**src/rtl/sync_mon_pkg.sv**
```systemverilog
package sync_mon_pkg;

  // Horizontal source: 0 = dedicated pin, 1 = sync-on-green
  function automatic logic pick_hs_src(input logic hs_act, input logic sog_act,
                                       input logic prio, input logic force_en);
    logic sel;
    if (force_en) sel = prio;
    else if (hs_act && !sog_act) sel = 1'b0;
    else if (!hs_act && sog_act) sel = 1'b1;
    else sel = prio;
    return sel;
  endfunction

  // Vertical source: 0 = dedicated input, 1 = separator output
  function automatic logic pick_vs_src(input logic vs_act, input logic prio,
                                       input logic force_en);
    return force_en ? prio : !vs_act;
  endfunction

  function automatic logic [7:0] pack_status(
      input logic hs_det, input logic hs_sel, input logic hs_pol,
      input logic vs_det, input logic vs_sel, input logic vs_pol,
      input logic sog_det, input logic coast_pol);
    return {hs_det, hs_sel, hs_pol, vs_det, vs_sel, vs_pol, sog_det, coast_pol};
  endfunction

endpackage

```
**src/rtl/sync_cdc2.sv**
```systemverilog
module sync_cdc2 #(
  parameter int N = 4
) (
  input  logic         clk,
  input  logic         rst_n,
  input  logic [N-1:0] d_in,
  output logic [N-1:0] q_out
);
  logic [N-1:0] meta_q;

  always_ff @(posedge clk or negedge rst_n) begin
    if (!rst_n) begin
      meta_q <= '0;
      q_out  <= '0;
    end else begin
      meta_q <= d_in;
      q_out  <= meta_q;
    end
  end
endmodule

```
**src/rtl/sync_win_timer.sv**
```systemverilog
module sync_win_timer #(
  parameter int WIN_LEN = 64
) (
  input  logic clk,
  input  logic rst_n,
  output logic win_end
);
  localparam int CNT_W = $clog2(WIN_LEN);
  localparam logic [CNT_W-1:0] LAST = CNT_W'(WIN_LEN - 1);

  logic [CNT_W-1:0] cnt_q;

  assign win_end = (cnt_q == LAST);

  always_ff @(posedge clk or negedge rst_n) begin
    if (!rst_n)       cnt_q <= '0;
    else if (win_end) cnt_q <= '0;
    else              cnt_q <= cnt_q + 1'b1;
  end


  cnt_in_range_chk: assert property (@(posedge clk) disable iff (!rst_n)
    cnt_q <= LAST);


  win_end_single_chk: assert property (@(posedge clk) disable iff (!rst_n)
    win_end |=> !win_end);
endmodule

```
**src/rtl/sync_activity.sv**
```systemverilog
module sync_activity (
  input  logic clk,
  input  logic rst_n,
  input  logic level,
  input  logic win_end,
  output logic active
);
  logic prev_q, seen_q, rise;

  assign rise = level && !prev_q;

  always_ff @(posedge clk or negedge rst_n) begin
    if (!rst_n) begin
      prev_q <= 1'b0;
      seen_q <= 1'b0;
      active <= 1'b0;
    end else begin
      prev_q <= level;
      if (win_end) begin
        active <= seen_q || rise;
        seen_q <= 1'b0;
      end else if (rise) begin
        seen_q <= 1'b1;
      end
    end
  end


  det_moves_at_boundary_chk: assert property (@(posedge clk) disable iff (!rst_n)
    !win_end |=> $stable(active));


  seen_cleared_chk: assert property (@(posedge clk) disable iff (!rst_n)
    win_end |=> !seen_q);


  boundary_edge_counts_chk: assert property (@(posedge clk) disable iff (!rst_n)
    (win_end && rise) |=> active);
endmodule

```
**src/rtl/sync_polarity.sv**
```systemverilog
module sync_polarity #(
  parameter int WIN_LEN = 64
) (
  input  logic clk,
  input  logic rst_n,
  input  logic level,
  input  logic win_end,
  output logic pol_high
);
  localparam int HC_W = $clog2(WIN_LEN + 1);
  localparam logic [HC_W:0] WIN_REF = (HC_W + 1)'(WIN_LEN);

  logic [HC_W-1:0] high_q;
  logic [HC_W-1:0] high_total;
  logic            short_high;

  assign high_total = high_q + HC_W'(level);
  // high level is the minority share of the window
  assign short_high = ({high_total, 1'b0} < WIN_REF);

  always_ff @(posedge clk or negedge rst_n) begin
    if (!rst_n) begin
      high_q   <= '0;
      pol_high <= 1'b0;
    end else if (win_end) begin
      high_q   <= '0;
      pol_high <= short_high;
    end else begin
      high_q   <= high_total;
    end
  end


  pol_moves_at_boundary_chk: assert property (@(posedge clk) disable iff (!rst_n)
    !win_end |=> $stable(pol_high));


  high_count_bound_chk: assert property (@(posedge clk) disable iff (!rst_n)
    high_q < HC_W'(WIN_LEN));
endmodule

```
**src/rtl/sync_status_monitor.sv**
```systemverilog
module sync_status_monitor
  import sync_mon_pkg::*;
#(
  parameter int WIN_LEN = 64
) (
  input  logic       clk,
  input  logic       rst_n,
  input  logic       hsync_in,
  input  logic       vsync_in,
  input  logic       sog_in,
  input  logic       coast_in,
  input  logic       hs_prio,
  input  logic       hs_override,
  input  logic       vs_prio,
  input  logic       vs_override,
  output logic [7:0] status_byte,
  output logic       hs_src_sel,
  output logic       vs_src_sel
);
  localparam int NUM_IN  = 4;
  localparam int NUM_ACT = 3;  // hsync, vsync, sog
  localparam int NUM_POL = 3;  // hsync, vsync, coast

  logic [NUM_IN-1:0]  raw_in, syncd;
  logic [NUM_ACT-1:0] act_src, act_det;
  logic [NUM_POL-1:0] pol_src, pol_det;
  logic               win_end;

  assign raw_in = {coast_in, sog_in, vsync_in, hsync_in};

  sync_cdc2 #(.N(NUM_IN)) u_cdc (
    .clk(clk), .rst_n(rst_n), .d_in(raw_in), .q_out(syncd)
  );

  sync_win_timer #(.WIN_LEN(WIN_LEN)) u_timer (
    .clk(clk), .rst_n(rst_n), .win_end(win_end)
  );

  assign act_src = {syncd[2], syncd[1], syncd[0]};
  assign pol_src = {syncd[3], syncd[1], syncd[0]};

  genvar g;
  generate
    for (g = 0; g < NUM_ACT; g++) begin : g_act
      sync_activity u_act (
        .clk(clk), .rst_n(rst_n), .level(act_src[g]),
        .win_end(win_end), .active(act_det[g])
      );
    end
    for (g = 0; g < NUM_POL; g++) begin : g_pol
      sync_polarity #(.WIN_LEN(WIN_LEN)) u_pol (
        .clk(clk), .rst_n(rst_n), .level(pol_src[g]),
        .win_end(win_end), .pol_high(pol_det[g])
      );
    end
  endgenerate

  assign hs_src_sel = pick_hs_src(act_det[0], act_det[2], hs_prio, hs_override);
  assign vs_src_sel = pick_vs_src(act_det[1], vs_prio, vs_override);

  assign status_byte = pack_status(act_det[0], hs_src_sel, pol_det[0],
                                   act_det[1], vs_src_sel, pol_det[1],
                                   act_det[2], pol_det[2]);


  hs_only_pin_chk: assert property (@(posedge clk) disable iff (!rst_n)
    (!hs_override && act_det[0] && !act_det[2]) |-> !hs_src_sel);


  hs_only_sog_chk: assert property (@(posedge clk) disable iff (!rst_n)
    (!hs_override && !act_det[0] && act_det[2]) |-> hs_src_sel);


  hs_forced_chk: assert property (@(posedge clk) disable iff (!rst_n)
    hs_override |-> (hs_src_sel == hs_prio));


  vs_live_chk: assert property (@(posedge clk) disable iff (!rst_n)
    !vs_override |-> (vs_src_sel != act_det[1]));


  status_sel_bits_chk: assert property (@(posedge clk) disable iff (!rst_n)
    (status_byte[6] == hs_src_sel) && (status_byte[3] == vs_src_sel));
endmodule

```
**config.mk**
```make
export PLATFORM = sky130hd
export DESIGN_NAME = sync_status_monitor
export DESIGN_NICKNAME = d
export VERILOG_FILES = /design/src/rtl/sync_mon_pkg.sv /design/src/rtl/sync_cdc2.sv /design/src/rtl/sync_win_timer.sv /design/src/rtl/sync_activity.sv /design/src/rtl/sync_polarity.sv /design/src/rtl/sync_status_monitor.sv
export SDC_FILE = /design/constraint.sdc
export NUM_CORES = 1
export LEC_CHECK = 0
export ABC_CLOCK_PERIOD_IN_PS = 2800
export CORE_MARGIN = 2
export CORE_UTILIZATION = 40
export CTS_CLUSTER_SIZE = 10
export DETAILED_ROUTE_END_ITERATION = 16
export PLACE_DENSITY = 0.65
export REMOVE_ABC_BUFFERS = 1
export SLEW_MARGIN = 10
export SYNTH_ARGS = -nofsm -noshare
export SYNTH_HDL_FRONTEND = slang
export SYNTH_SLANG_ARGS = --single-unit
```
**constraint.sdc**
```tcl
create_clock -name clk -period 2.8 [get_ports clk]
set_clock_uncertainty 0.1 [all_clocks]
set_input_delay 0.42 -clock clk [delete_from_list [all_inputs] [get_ports clk]]
set_output_delay 0.42 -clock clk [all_outputs]
set_load 0.05 [all_outputs]
```
# Word level (Yosys, flattened, before mapping)
# Cells that the tools add are included.
[op_classes]
n_addsub = 4
n_eq_ne = 1
n_mux = 14
n_reduce_logical = 17
magnitude_cmp = 3
[op_table]
columns = ["op", "count"]
rows = [
  ["$lt 8x7->1 const B", 3],
  ["$add 7x1->7", 3],
  ["$mux 7", 3],
  ["$mux 1", 10],
  ["$add 6x1->6 const B", 1],
  ["$eq 6x6->1 const B", 1],
  ["$logic_not 1->1", 6],
  ["$mux 6", 1],
  ["$reduce_bool 2->1", 3],
  ["$logic_and 1x1->1", 5],
  ["$logic_or 1x1->1", 3],
]
[totals]
regBits = 47
inputBits = 10
out_inout_bits = 10

# Depth between registers and ports, before layout
[logic_depth]
ltp_word = 5
ltp_mapped = 6

# Modules after synthesis
# A second synthesis with hierarchy kept.
[unflattened]
cells_unflattened = 158
area_unflattened_um2 = 1941.9
[by_module_without_submodules]
columns = ["module", "cells_per_inst", "area_each_um2", "n_inst", "seq_area_each_um2"]
rows = [
  ["sync_polarity", 33, 376.6, 3, 200.2],
  ["sync_activity", 8, 107.6, 3, 75.1],
  ["sync_win_timer", 20, 242.7, 1, 150.1],
  ["sync_cdc2", 8, 200.2, 1, 200.2],
  ["sync_status_monitor", 7, 46.3, 1, 0.0],
]

# Worst setup path after synthesis
# No wires, ideal clock.
[synth_path]
kind = "input to output"
from = "in vs_override"
to = "out status_byte[3]"
cell_stages = 2
n_path_buf = 1
slack_ps = 343
arrival_ps = 1937
path_cell_list = "o21ai_0 -> buf_4"
[synth_via]
elab_chain_len = 1
[synth_lines]
columns = ["element", "line", "rtl"]
rows = [
  ["start, declared", "sync_status_monitor.sv:15", "input logic vs_override,"],
  ["$mux 1", "sync_mon_pkg.sv:17", "return force_en ? prio : !vs_act;"],
  ["end, declared", "sync_status_monitor.sv:16", "output logic [7:0] status_byte,"],
]
# No other way between the ends.

# Worst setup path after layout
[layout_path]
from = "in vs_override"
to = "out vs_src_sel"
[layout_via]
elab_chain_len = 1
[layout_lines]
columns = ["element", "line", "rtl"]
rows = [
  ["$mux 1", "sync_mon_pkg.sv:17", ""],
  ["end, declared", "sync_status_monitor.sv:18", "output logic vs_src_sel"],
]
# No other way between the ends.

==> flow_summary.json <==
{
  "clock_sink_total": 47,
  "synth_area_per_cell_sq_um": 11.65,
  "timing.final.max_slew_violations": 0,
  "post-layout-total-power_mw": 1.630,
  "grt_pass1_wl_um": 5064,
  "avgRoutedWirePerCell_um": 12.00,
  "core_area_sq_mm": 0.004723,
  "num_vias": 1170,
  "tightest_slew_ns": 1.011,
  "portBuffers": 19,
  "ctsHtreeMaxLevel": 2,
  "design.die.area_sq_mm": 0.005500,
  "clock_path_buffers": 2,
  "vias_per_cell": 4.699,
  "chipHeight_um": 74.17,
  "clkTransAtPathRegs_ns": 0.07,
  "num-nets-final": 203,
  "ir_worst_vdd_mv": 0.2586,
  "gp_congestion": 0.7662,
  "root_buffer": "sky130_fd_sc_hd__clkbuf_8",
  "post_synth_instance_area_sq_mm": 0.001969,
  "cts-buffers-inserted": 5,
  "yosys_warnings": 0,
  "total_leakage_power_nw": 0.9591,
  "grt_antenna_before_repair": 0,
  "finalHoldViolations": 0,
  "initial_core_util_pct": 41.70,
  "setup_repair_after_global_routing_missed_its_margin": "false",
  "cp_data_required_time_ns": 2.28,
  "synthToLayoutAreaGrowth_pct": 12.01,
  "postSynthCellCount": 169,
  "post-dp-hpwl_um": 2051,
  "rows": 25,
  "drtPass1Iterations": 4,
  "synth-seq-cells": 47,
  "grt_use_total_pct": 12.05,
  "numPlacedInstances": 243,
  "overflow": 0,
  "r2r_setup_slk_ns": 0.92,
  "achievable-frequency_mhz": 407.3,
  "critical_path_class": "input port to primary output",
  "final-setup-viol-count": 0,
  "cap_viol_max_count": 0,
  "r2r_start": "u_timer.cnt_q[0]",
  "critical_path.startpoint_type": "input port",
  "post_detailed_route_count_of_antenna_violating_nets": 0,
  "ys_seq_area_share_pct": 59.72,
  "postCtsResizedCells": 0,
  "clock_tree_from_tritoncts": "built",
  "worstPathArrival_ns": 1.93,
  "drc": 0,
  "max_slew_margin_pct": 32.61,
  "result_of_the_run": "complete, no violations",
  "floorplan.die.width_um": 74.17,
  "post_route_cells_drive_above_1_share_pct": 4.396,
  "min_period_over_period_pct": 87.68,
  "timing.rr.end": "g_pol[1].u_pol.pol_high",
  "synth_unique_cells": 19,
  "first_global_vias": 1210,
  "setup.worst_path.end_class": "primary output",
  "final_cells": 249,
  "crit_path_max_fanout": 2,
  "hold_buffers": 0,
  "clk-insertion-delay-late_ns": 0.29,
  "antenna-diode-count": 0,
  "largest_net_degree_at_the_start_of_global_routing": 48,
  "worst-r2r-cell-count": 3,
  "finalWirelength_um": 2988,
  "type_of_the_most_critical_hold_path": "input port to async pin",
  "totalNegativeSetupSlack_ns": 0,
  "violation_count_after_the_first_detailed_routing_iteration": 29,
  "layout_min_cycle_time_ns": 2.455,
  "design.portCount": 20,
  "power_density_mw_per_mm2": 738.8,
  "cts.repair_timing.setup_buffer_count": 0
}
## where the power goes
part / total, mW / internal (mW) / leakage [nW] / switching [mW]
logic: 0.320 / 0.163 / 0.356 / 0.157
registers: 0.946 / 0.828 / 0.566 / 0.118
clock network: 0.364 / 0.167 / 0.0371 / 0.197
total: 1.63 / 1.16 / 0.959 / 0.473
## worst max path at each step
stage / startpoint / to / slack [ns] / depth (start not counted)
after CTS: vs_override / vs_src_sel / 0.33 / 3
after floorplan: g_act[1].u_act.active / status_byte[3] / -0.47 / 1
after global routing: hs_override / hs_src_sel / 0.27 / 5
after detailed placement: vs_override / vs_src_sel / 0.35 / 3
after global placement: hs_override / status_byte[6] / 0.37 / 5
final: vs_override / vs_src_sel / 0.35 / 3
## worst max-delay path, cell delays in order
cell                              delay, ns
sky130_fd_sc_hd__clkdlybuf4s50_1       0.41
sky130_fd_sc_hd__o21ai_0               0.24
sky130_fd_sc_hd__clkdlybuf4s50_1       0.86
## per-stage QoR
stage	cell area, sq um	hold WS [ns]	setup slack [ns]	util (%)
finish	2206	0.2014	0.3451	46.70
floorplan	1864	0.02441	-0.4738	-
detailed placement	2133	0.2355	0.3481	45.17
CTS	2206	0.2341	0.3262	46.70
global route	2206	0.2661	0.2708	46.70
global placement	2133	0.2342	0.3748	45.17
## synth_stat cells
| master | n | area share (%) |
|---|---|---|
| sky130_fd_sc_hd__a31o_1 | 3 | 1.3 |
| sky130_fd_sc_hd__nand3_4 | 1 | 0.89 |
| sky130_fd_sc_hd__and2_0 | 3 | 0.95 |
| sky130_fd_sc_hd__nand3_1 | 13 | 3.3 |
| sky130_fd_sc_hd__and3_1 | 2 | 0.64 |
| sky130_fd_sc_hd__ha_1 | 10 | 6.4 |
| sky130_fd_sc_hd__xnor2_1 | 9 | 4.0 |
| sky130_fd_sc_hd__o21ai_0 | 6 | 1.5 |
| sky130_fd_sc_hd__a21oi_1 | 4 | 1.0 |
| sky130_fd_sc_hd__o21ai_1 | 2 | 0.51 |
| sky130_fd_sc_hd__inv_1 | 4 | 0.76 |
| sky130_fd_sc_hd__nand2_1 | 10 | 1.9 |
| sky130_fd_sc_hd__buf_4 | 8 | 3.0 |
| sky130_fd_sc_hd__dfrtp_1 | 47 | 60 |
| sky130_fd_sc_hd__xor2_1 | 9 | 4.0 |
| sky130_fd_sc_hd__and3_4 | 1 | 0.57 |
| sky130_fd_sc_hd__and2_1 | 7 | 2.2 |
| sky130_fd_sc_hd__buf_6 | 4 | 2.3 |
| sky130_fd_sc_hd__nor2_1 | 26 | 5.0 |
## flip-flops by register name (all words and copies together), names as in the netlist
| signal | count |
|---|---|
| u_cdc.q_out | 4 |
| g_pol.u_pol.pol_high | 3 |
| g_act.u_act.seen_q | 3 |
| g_act.u_act.active | 3 |
| g_act.u_act.prev_q | 3 |
| g_pol.u_pol.high_q | 21 |
| u_cdc.meta_q | 4 |
| u_timer.cnt_q | 6 |
## layer usage
layer / global-route usage (%) / part of all wire, % / up-vias
met5: 0 / 0 / -
met4: 3.434 / 0.84 / 0
met3: 4.201 / 4.0 / 3
met1: 13.64 / 43 / 584
li1: - / - / 563
met2: 21.53 / 52 / 20
## cells in the final DEF, fill, tap and decap left out
| cell | instances |
|---|---|
| sky130_fd_sc_hd__clkbuf_1 | 1 |
| sky130_fd_sc_hd__clkdlybuf4s50_1 | 18 |
| sky130_fd_sc_hd__nand3_4 | 1 |
| sky130_fd_sc_hd__clkbuf_8 | 5 |
| sky130_fd_sc_hd__buf_2 | 1 |
| sky130_fd_sc_hd__and2_1 | 7 |
| sky130_fd_sc_hd__a31o_1 | 3 |
| sky130_fd_sc_hd__nand3_1 | 13 |
| sky130_fd_sc_hd__o21ai_1 | 2 |
| sky130_fd_sc_hd__dfrtp_1 | 47 |
| sky130_fd_sc_hd__ha_1 | 10 |
| sky130_fd_sc_hd__nor2_1 | 26 |
| sky130_fd_sc_hd__and2_0 | 3 |
| sky130_fd_sc_hd__xor2_1 | 9 |
| sky130_fd_sc_hd__o21ai_0 | 6 |
| sky130_fd_sc_hd__and3_1 | 2 |
| sky130_fd_sc_hd__xnor2_1 | 9 |
| sky130_fd_sc_hd__inv_1 | 4 |
| sky130_fd_sc_hd__nand2_1 | 10 |
| sky130_fd_sc_hd__and3_4 | 1 |
| sky130_fd_sc_hd__a21oi_1 | 4 |
## area by class of cell
cell class | instances | area, sq um
Clock buffer | 6 | 72.57
Tap cell | 67 | 83.83
Sequential cell | 47 | 1176
Fill cell | 434 | 2517
Multi-Input combinational cell | 106 | 673.1
Timing Repair Buffer | 19 | 185.2
Inverter | 4 | 15.01
## kinds of logic (layout without fill, tap and decap cells)
family | count (synthesis) | count (layout) | share of synthesized area, %
and+or+nand+nor | 63 | 63 | 15.44
DFF | 47 | 47 | 59.72
AOI/OAI and AO/OA | 15 | 15 | 4.384
xor gates and xnor gates | 18 | 18 | 8.006
adders and majority gates | 10 | 10 | 6.353
buffers and inverters | 16 | 29 | 6.099
Note: power is estimated with default switching activity, not from simulation.
